$ cat src/rtl/bar_bank_pkg.sv
`timescale 1ns/1ps
package bar_bank_pkg;
   localparam int DATA_W     = 32;
   localparam int CMD_DW     = 1;
   localparam int BAR0_DW    = 4;
   localparam int CMD_IO_EN  = 0;
   localparam int CMD_MEM_EN = 1;
   localparam logic [31:0] CMD_KEEP = 32'h0000_FFFF;

   // read-only low bits of a register, by space type
   function automatic logic [31:0] flag_mask(input logic is_io);
      return is_io ? 32'h0000_0003 : 32'h0000_000F;
   endfunction

   function automatic logic [31:0] type_bits(input logic is_io, input logic pref);
      return is_io ? 32'h0000_0001 : {28'd0, pref, 3'b000};
   endfunction
endpackage

$ cat src/rtl/bar_cmd_reg.sv
`timescale 1ns/1ps
module bar_cmd_reg
   import bar_bank_pkg::*;
(
   input  logic        clk,
   input  logic        rst_n,
   input  logic        wr_en,
   input  logic [31:0] wdata,
   output logic [31:0] cmd_q,
   output logic        io_tog,
   output logic        mem_tog
);
   always_ff @(posedge clk or negedge rst_n) begin
      if (!rst_n)     cmd_q <= '0;
      else if (wr_en) cmd_q <= wdata & CMD_KEEP;
   end

   // a flip of an enable bit on this write
   assign io_tog  = wr_en && (wdata[CMD_IO_EN]  != cmd_q[CMD_IO_EN]);
   assign mem_tog = wr_en && (wdata[CMD_MEM_EN] != cmd_q[CMD_MEM_EN]);
endmodule

$ cat src/rtl/bar_slot.sv
`timescale 1ns/1ps
module bar_slot
   import bar_bank_pkg::*;
#(
   parameter logic [31:0] SIZE  = 32'h1000,
   parameter bit          IS_IO = 1'b0,
   parameter bit          PREF  = 1'b0
) (
   input  logic        clk,
   input  logic        rst_n,
   input  logic        wr_en,
   input  logic [31:0] wdata,
   input  logic        tog,
   input  logic        en_new,
   input  logic        bus_io,
   input  logic [31:0] bus_addr,
   output logic [31:0] rdata,
   output logic        active,
   output logic        hit
);
   localparam logic [31:0] KEEP  = ~(SIZE - 32'd1) & ~flag_mask(IS_IO);
   localparam logic [31:0] TBITS = type_bits(IS_IO, PREF);

   logic [31:0] base_q;
   logic        active_q;

   // an all-ones write leaves exactly ~(size-1) in the address bits
   always_ff @(posedge clk or negedge rst_n) begin
      if (!rst_n)     base_q <= '0;
      else if (wr_en) base_q <= wdata & KEEP;
   end

   always_ff @(posedge clk or negedge rst_n) begin
      if (!rst_n)   active_q <= 1'b0;
      else if (tog) active_q <= en_new;
   end

   assign rdata  = base_q | TBITS;
   assign active = active_q;
   assign hit    = active_q && (bus_io == IS_IO) && ((bus_addr & KEEP) == base_q);
endmodule

$ cat src/rtl/bar_bank.sv
`timescale 1ns/1ps
module bar_bank
   import bar_bank_pkg::*;
#(
   parameter int NUM_BARS = 6,
   parameter int SEL_W    = 6,
   parameter logic [NUM_BARS-1:0][31:0] BAR_SIZE =
      {32'h0, 32'h100, 32'h1_0000, 32'h0, 32'h1000, 32'h20},
   parameter logic [NUM_BARS-1:0] BAR_IS_IO = 6'b010001,
   parameter logic [NUM_BARS-1:0] BAR_PREF  = 6'b001000
) (
   input  logic                clk,
   input  logic                rst_n,
   input  logic                cfg_wr,
   input  logic [SEL_W-1:0]    cfg_sel,
   input  logic [31:0]         cfg_wdata,
   output logic [31:0]         cfg_rdata,
   input  logic                bus_io,
   input  logic [31:0]         bus_addr,
   output logic [NUM_BARS-1:0] bar_active,
   output logic [NUM_BARS-1:0] bar_hit
);
   localparam int LAST_DW = BAR0_DW + NUM_BARS - 1;

   if (NUM_BARS < 1 || LAST_DW >= (1 << SEL_W))
      $error("bar_bank: register map does not fit the select width");

   logic [31:0] cmd_q;
   logic        io_tog, mem_tog;
   logic [31:0] bar_rd [NUM_BARS];

   bar_cmd_reg u_cmd (
      .clk     (clk),
      .rst_n   (rst_n),
      .wr_en   (cfg_wr && cfg_sel == SEL_W'(CMD_DW)),
      .wdata   (cfg_wdata),
      .cmd_q   (cmd_q),
      .io_tog  (io_tog),
      .mem_tog (mem_tog)
   );

   for (genvar i = 0; i < NUM_BARS; i++) begin : g_bar
      if (BAR_SIZE[i] == 32'd0) begin : g_none
         assign bar_rd[i]     = '0;
         assign bar_active[i] = 1'b0;
         assign bar_hit[i]    = 1'b0;
      end else begin : g_impl
         if ((BAR_SIZE[i] & (BAR_SIZE[i] - 32'd1)) != 32'd0)
            $error("bar_bank: register size must be a power of two");
         if (BAR_IS_IO[i] && BAR_SIZE[i] < 32'd4)
            $error("bar_bank: I/O register smaller than 4 bytes");
         if (!BAR_IS_IO[i] && BAR_SIZE[i] < 32'd16)
            $error("bar_bank: memory register smaller than 16 bytes");

         bar_slot #(
            .SIZE  (BAR_SIZE[i]),
            .IS_IO (BAR_IS_IO[i]),
            .PREF  (BAR_PREF[i])
         ) u_slot (
            .clk      (clk),
            .rst_n    (rst_n),
            .wr_en    (cfg_wr && cfg_sel == SEL_W'(BAR0_DW + i)),
            .wdata    (cfg_wdata),
            .tog      (BAR_IS_IO[i] ? io_tog : mem_tog),
            .en_new   (BAR_IS_IO[i] ? cfg_wdata[CMD_IO_EN] : cfg_wdata[CMD_MEM_EN]),
            .bus_io   (bus_io),
            .bus_addr (bus_addr),
            .rdata    (bar_rd[i]),
            .active   (bar_active[i]),
            .hit      (bar_hit[i])
         );
      end
   end

   always_comb begin
      cfg_rdata = '0;
      if (cfg_sel == SEL_W'(CMD_DW)) cfg_rdata = cmd_q;
      for (int i = 0; i < NUM_BARS; i++)
         if (cfg_sel == SEL_W'(BAR0_DW + i)) cfg_rdata = bar_rd[i];
   end
endmodule

$ cat config.mk
export PLATFORM = sky130hd
export DESIGN_NAME = bar_bank
export DESIGN_NICKNAME = d
export VERILOG_FILES = /design/src/rtl/bar_bank_pkg.sv /design/src/rtl/bar_cmd_reg.sv /design/src/rtl/bar_slot.sv /design/src/rtl/bar_bank.sv
export SDC_FILE = /design/constraint.sdc
export NUM_CORES = 1
export LEC_CHECK = 0
export ABC_CLOCK_PERIOD_IN_PS = 2100
export BUFFER_PORTS_ARGS = -buffer_cell sky130_fd_sc_hd__buf_2
export CORE_MARGIN = 2
export CORE_UTILIZATION = 60
export DETAILED_ROUTE_END_ITERATION = 16
export PLACE_DENSITY_LB_ADDON = 0.08
export SYNTH_ARGS = -nofsm -noshare
export SYNTH_HDL_FRONTEND = slang
export SYNTH_SLANG_ARGS = --single-unit
$ cat constraint.sdc
create_clock -name clk -period 2.1 [get_ports clk]
set_input_delay 0.105 -clock clk [delete_from_list [all_inputs] [get_ports clk]]
set_output_delay 0.105 -clock clk [all_outputs]
set_load 0.01 [all_outputs]
==> run summary <==
worst vdd ir -> 0.494 mV
Pins Over Slew Limit -> 0
number of antenna-violating nets in the routed design -> 0
clock sink total -> 105
Post-synth ARST share -> 1.00
Post-DP HPWL -> 10600 µm
Mapped Cells -> 478
first-pass GRT wire length -> 23600 µm
LEAKAGE -> 3.55 nW
Placed Instances -> 699
final cell count without fillers -> 741
WP data arrival -> 1980 ps
critical path's slowest cell -> dfrtp_1
Synth cell types -> 38
Bufs and invs on worst path -> 1
die area -> 10500 µm²
die height -> 102 µm
fillers -> 669
Final Skew -> 0.343 ps
hold crit path type -> input port to flip-flop
vias in the first global route -> 4361
CP max stage delay -> 450 ps
Vias/cell -> 5.71
worst-margin pin slew -> 576 ps
maximum number of pins on one net before global-route repair -> 51
nature of the critical path startpoint -> flip-flop
Setup TNS -> 0 ps
DRT Pass-1 Iters -> 4
Final Util -> 0.754
Initial Utilization -> 0.624
Cell Rows -> 35
Ys Warns -> 0
Final GP Congestion -> 0.847
area of the multi-input gates -> 3050 µm²
Seq cells post-synth -> 105
clock transition at the registers of the reported paths -> 110 ps
initial antenna violation count -> 0
Max-cap violations -> 0
CP delay by family, top -> simple AND/OR/NAND/NOR gates
Critical Path RT -> 2000 ps
layout cells sized above 1 -> 0.428
core box area -> 9280 µm²
met2 usage -> 0.481
GR Util met1 -> 0.426
crit-path cells -> xor2_2 -> nor4_2 -> nand4_1 -> nor4_2 -> buf_2
Setup violations, final -> 0
critical path type -> flip-flop to output port
Final Cycle Share -> 0.992
unrepaired setup endpoints after global routing -> true
Clock Latency Late Sink -> 370 ps
synthesized cell area -> 5790 µm²
drt wl/cell -> 20.5 µm
post-synthesis sequential area ratio -> 0.454
Root Buffer -> clkbuf_8
aggregate global routing overflow -> 0
total CTS buffers -> 9
Final #Nets -> 681
Crit. End Element -> output port
status -> completed
Final Hold Viols -> 0
Layout area overhead -> 20.9%
Crit Path Max Fanout -> 3
Top FF cell, synth -> dfrtp_1
Max-slew headroom -> 0.616
P per Cell Area -> 687 nW/µm²
GR Util met3 -> 0.0705
H-Tree Depth -> 3
CTS tree -> done
vias post-DR -> 4228
DRT iter0 DRCs -> 170
final wirelength -> 15200 µm
IO Pins -> 118
most used routing layer in global routing -> met2
Max Freq -> 480 MHz
post-route minimum period -> 2080 ps
port bufs -> 108
Post-Syn Area per Cell -> 12.1 µm²
ANT cells -> 0
Die W -> 102 µm
Crit path top cell by count -> nor4_2
clock tree buffer depth -> 2
sequential cell area -> 2630 µm²
Total GRT Usage -> 0.304
DRC Markers -> 0
EDFF count, synth -> 0
==> placed cells by master, fill, tap and decap left out, types with 15 or more instances in the layout <==
master,netlist,layout
mux2_2,83,83
dfrtp_1,105,105
buf_2,4,107
buf_4,13,15
dlygate4sd3_1,0,25
xor2_1,60,59
xnor2_1,27,27
o21ai_0,23,23
mux2_4,20,20
nand2_1,18,18
mux2i_1,15,15
a22oi_1,20,20
==> through the flow <==
step	hold slack [ps]	cell area, µm²	total power, W	setup slack [ps]
after floorplan	-191	5800	0.00309	444
after global placement	119	6460	0.00342	233
after detailed placement	125	6460	0.00346	218
after CTS	1.07	6920	0.00479	30.6
after global routing	2.09	7000	0.00503	-140
final	8.66	7000	0.00481	15.9
==> layer usage <==
metal,vias up,part of all wire
met3,21,0.065
met1,2108,0.43
met5,-,0
met4,0,0.020
met2,155,0.48
li1,1944,-
==> report_power, final <==
part | switching (W) | total (W) | internal, W | leakage (nW)
clock | 0.000735 | 0.00130 | 0.000563 | 0.104
sequential | 0.000239 | 0.00252 | 0.00228 | 1.39
combinational | 0.000462 | 0.000987 | 0.000525 | 2.06
total | 0.00144 | 0.00481 | 0.00337 | 3.55
==> sequential cells by signal, indices dropped and copies added (netlist names) <==
| signal | count |
|---|---|
| g_bar.g_impl.u_slot.active | 2 |
| u_cmd.cmd_q | 16 |
| g_bar.g_impl.u_slot.rdata | 20 |
| g_bar.g_impl.u_slot.base_q | 67 |
==> area by class of cell <==
| class | instances | area share |
|---|---|---|
| multi-input cells | 339 | 0.435 |
| flip-flops and latches | 105 | 0.375 |
| inverters | 2 | 0.00107 |
| clock inverters | 7 | 0.0107 |
| well taps | 129 | 0.0231 |
| clock buffers | 9 | 0.0177 |
| repair buffers | 150 | 0.137 |
==> path summary, 6_finish.rpt <==
| check | to | slack (ps) | from | depth (start not counted) |
|---|---|---|---|---|
| max | bar_hit[0] | 20 | g_bar[0].g_impl.u_slot.base_q[28]$_DFFE_PN0P_ | 5 |
| min | g_bar[3].g_impl.u_slot.base_q[16]$_DFFE_PN0P_ | 9 | cfg_wdata[16] | 2 |
| max reg2reg | g_bar[0].g_impl.u_slot.base_q[5]$_DFFE_PN0P_ | 1180 | g_bar[0].g_impl.u_slot.base_q[5]$_DFFE_PN0P_ | 2 |
| min reg2reg | g_bar[3].g_impl.u_slot.active$_DFFE_PN0P_ | 490 | u_cmd.cmd_q[1]$_DFFE_PN0P_ | 1 |
| max in group asynchronous | g_bar[0].g_impl.u_slot.base_q[31]$_DFFE_PN0P_ | 1170 | rst_n | 3 |
| min in group asynchronous | g_bar[0].g_impl.u_slot.base_q[6]$_DFFE_PN0P_ | 250 | rst_n | 2 |
==> cell usage after synthesis, drive strengths merged (4+ instances only) <==
| library cell | count | area share |
|---|---|---|
| clkbuf | 14 | 0.0091 |
| a22oi | 20 | 0.026 |
| nor3 | 5 | 0.0063 |
| mux2i | 15 | 0.026 |
| a2bb2oi | 4 | 0.0060 |
| nand4 | 10 | 0.011 |
| nand2 | 20 | 0.016 |
| xor2 | 60 | 0.091 |
| buf | 21 | 0.027 |
| xnor2 | 27 | 0.041 |
| nor4 | 16 | 0.017 |
| dfrtp | 105 | 0.45 |
| nor2 | 10 | 0.0065 |
| o21ai | 23 | 0.020 |
| mux2 | 103 | 0.21 |
==> cells by family (layout without fill, tap and decap cells) <==
kind of cell / after synthesis / in the layout / share of synthesized area
AO/OA/AOI/OAI: 55 / 55 / 0.0627
multiplexers: 118 / 118 / 0.239
other: 1 / 4 / 0.000648
buffers and inverters: 37 / 168 / 0.0372
flip-flops: 105 / 105 / 0.454
AND/OR/NAND/NOR: 75 / 75 / 0.0750
XOR/XNOR: 87 / 87 / 0.132
==> what timing repair did <==
item	4_1_cts	5_1_grt
endpoints found under the hold margin	73	6
setup buffers	0	1
hold buffers	21	4
pin swaps	3	9
gates resized for setup	8	5
cloned	0	0
setup endpoints to repair	4	3
No activity file was read; power rests on OpenSTA's default activity.
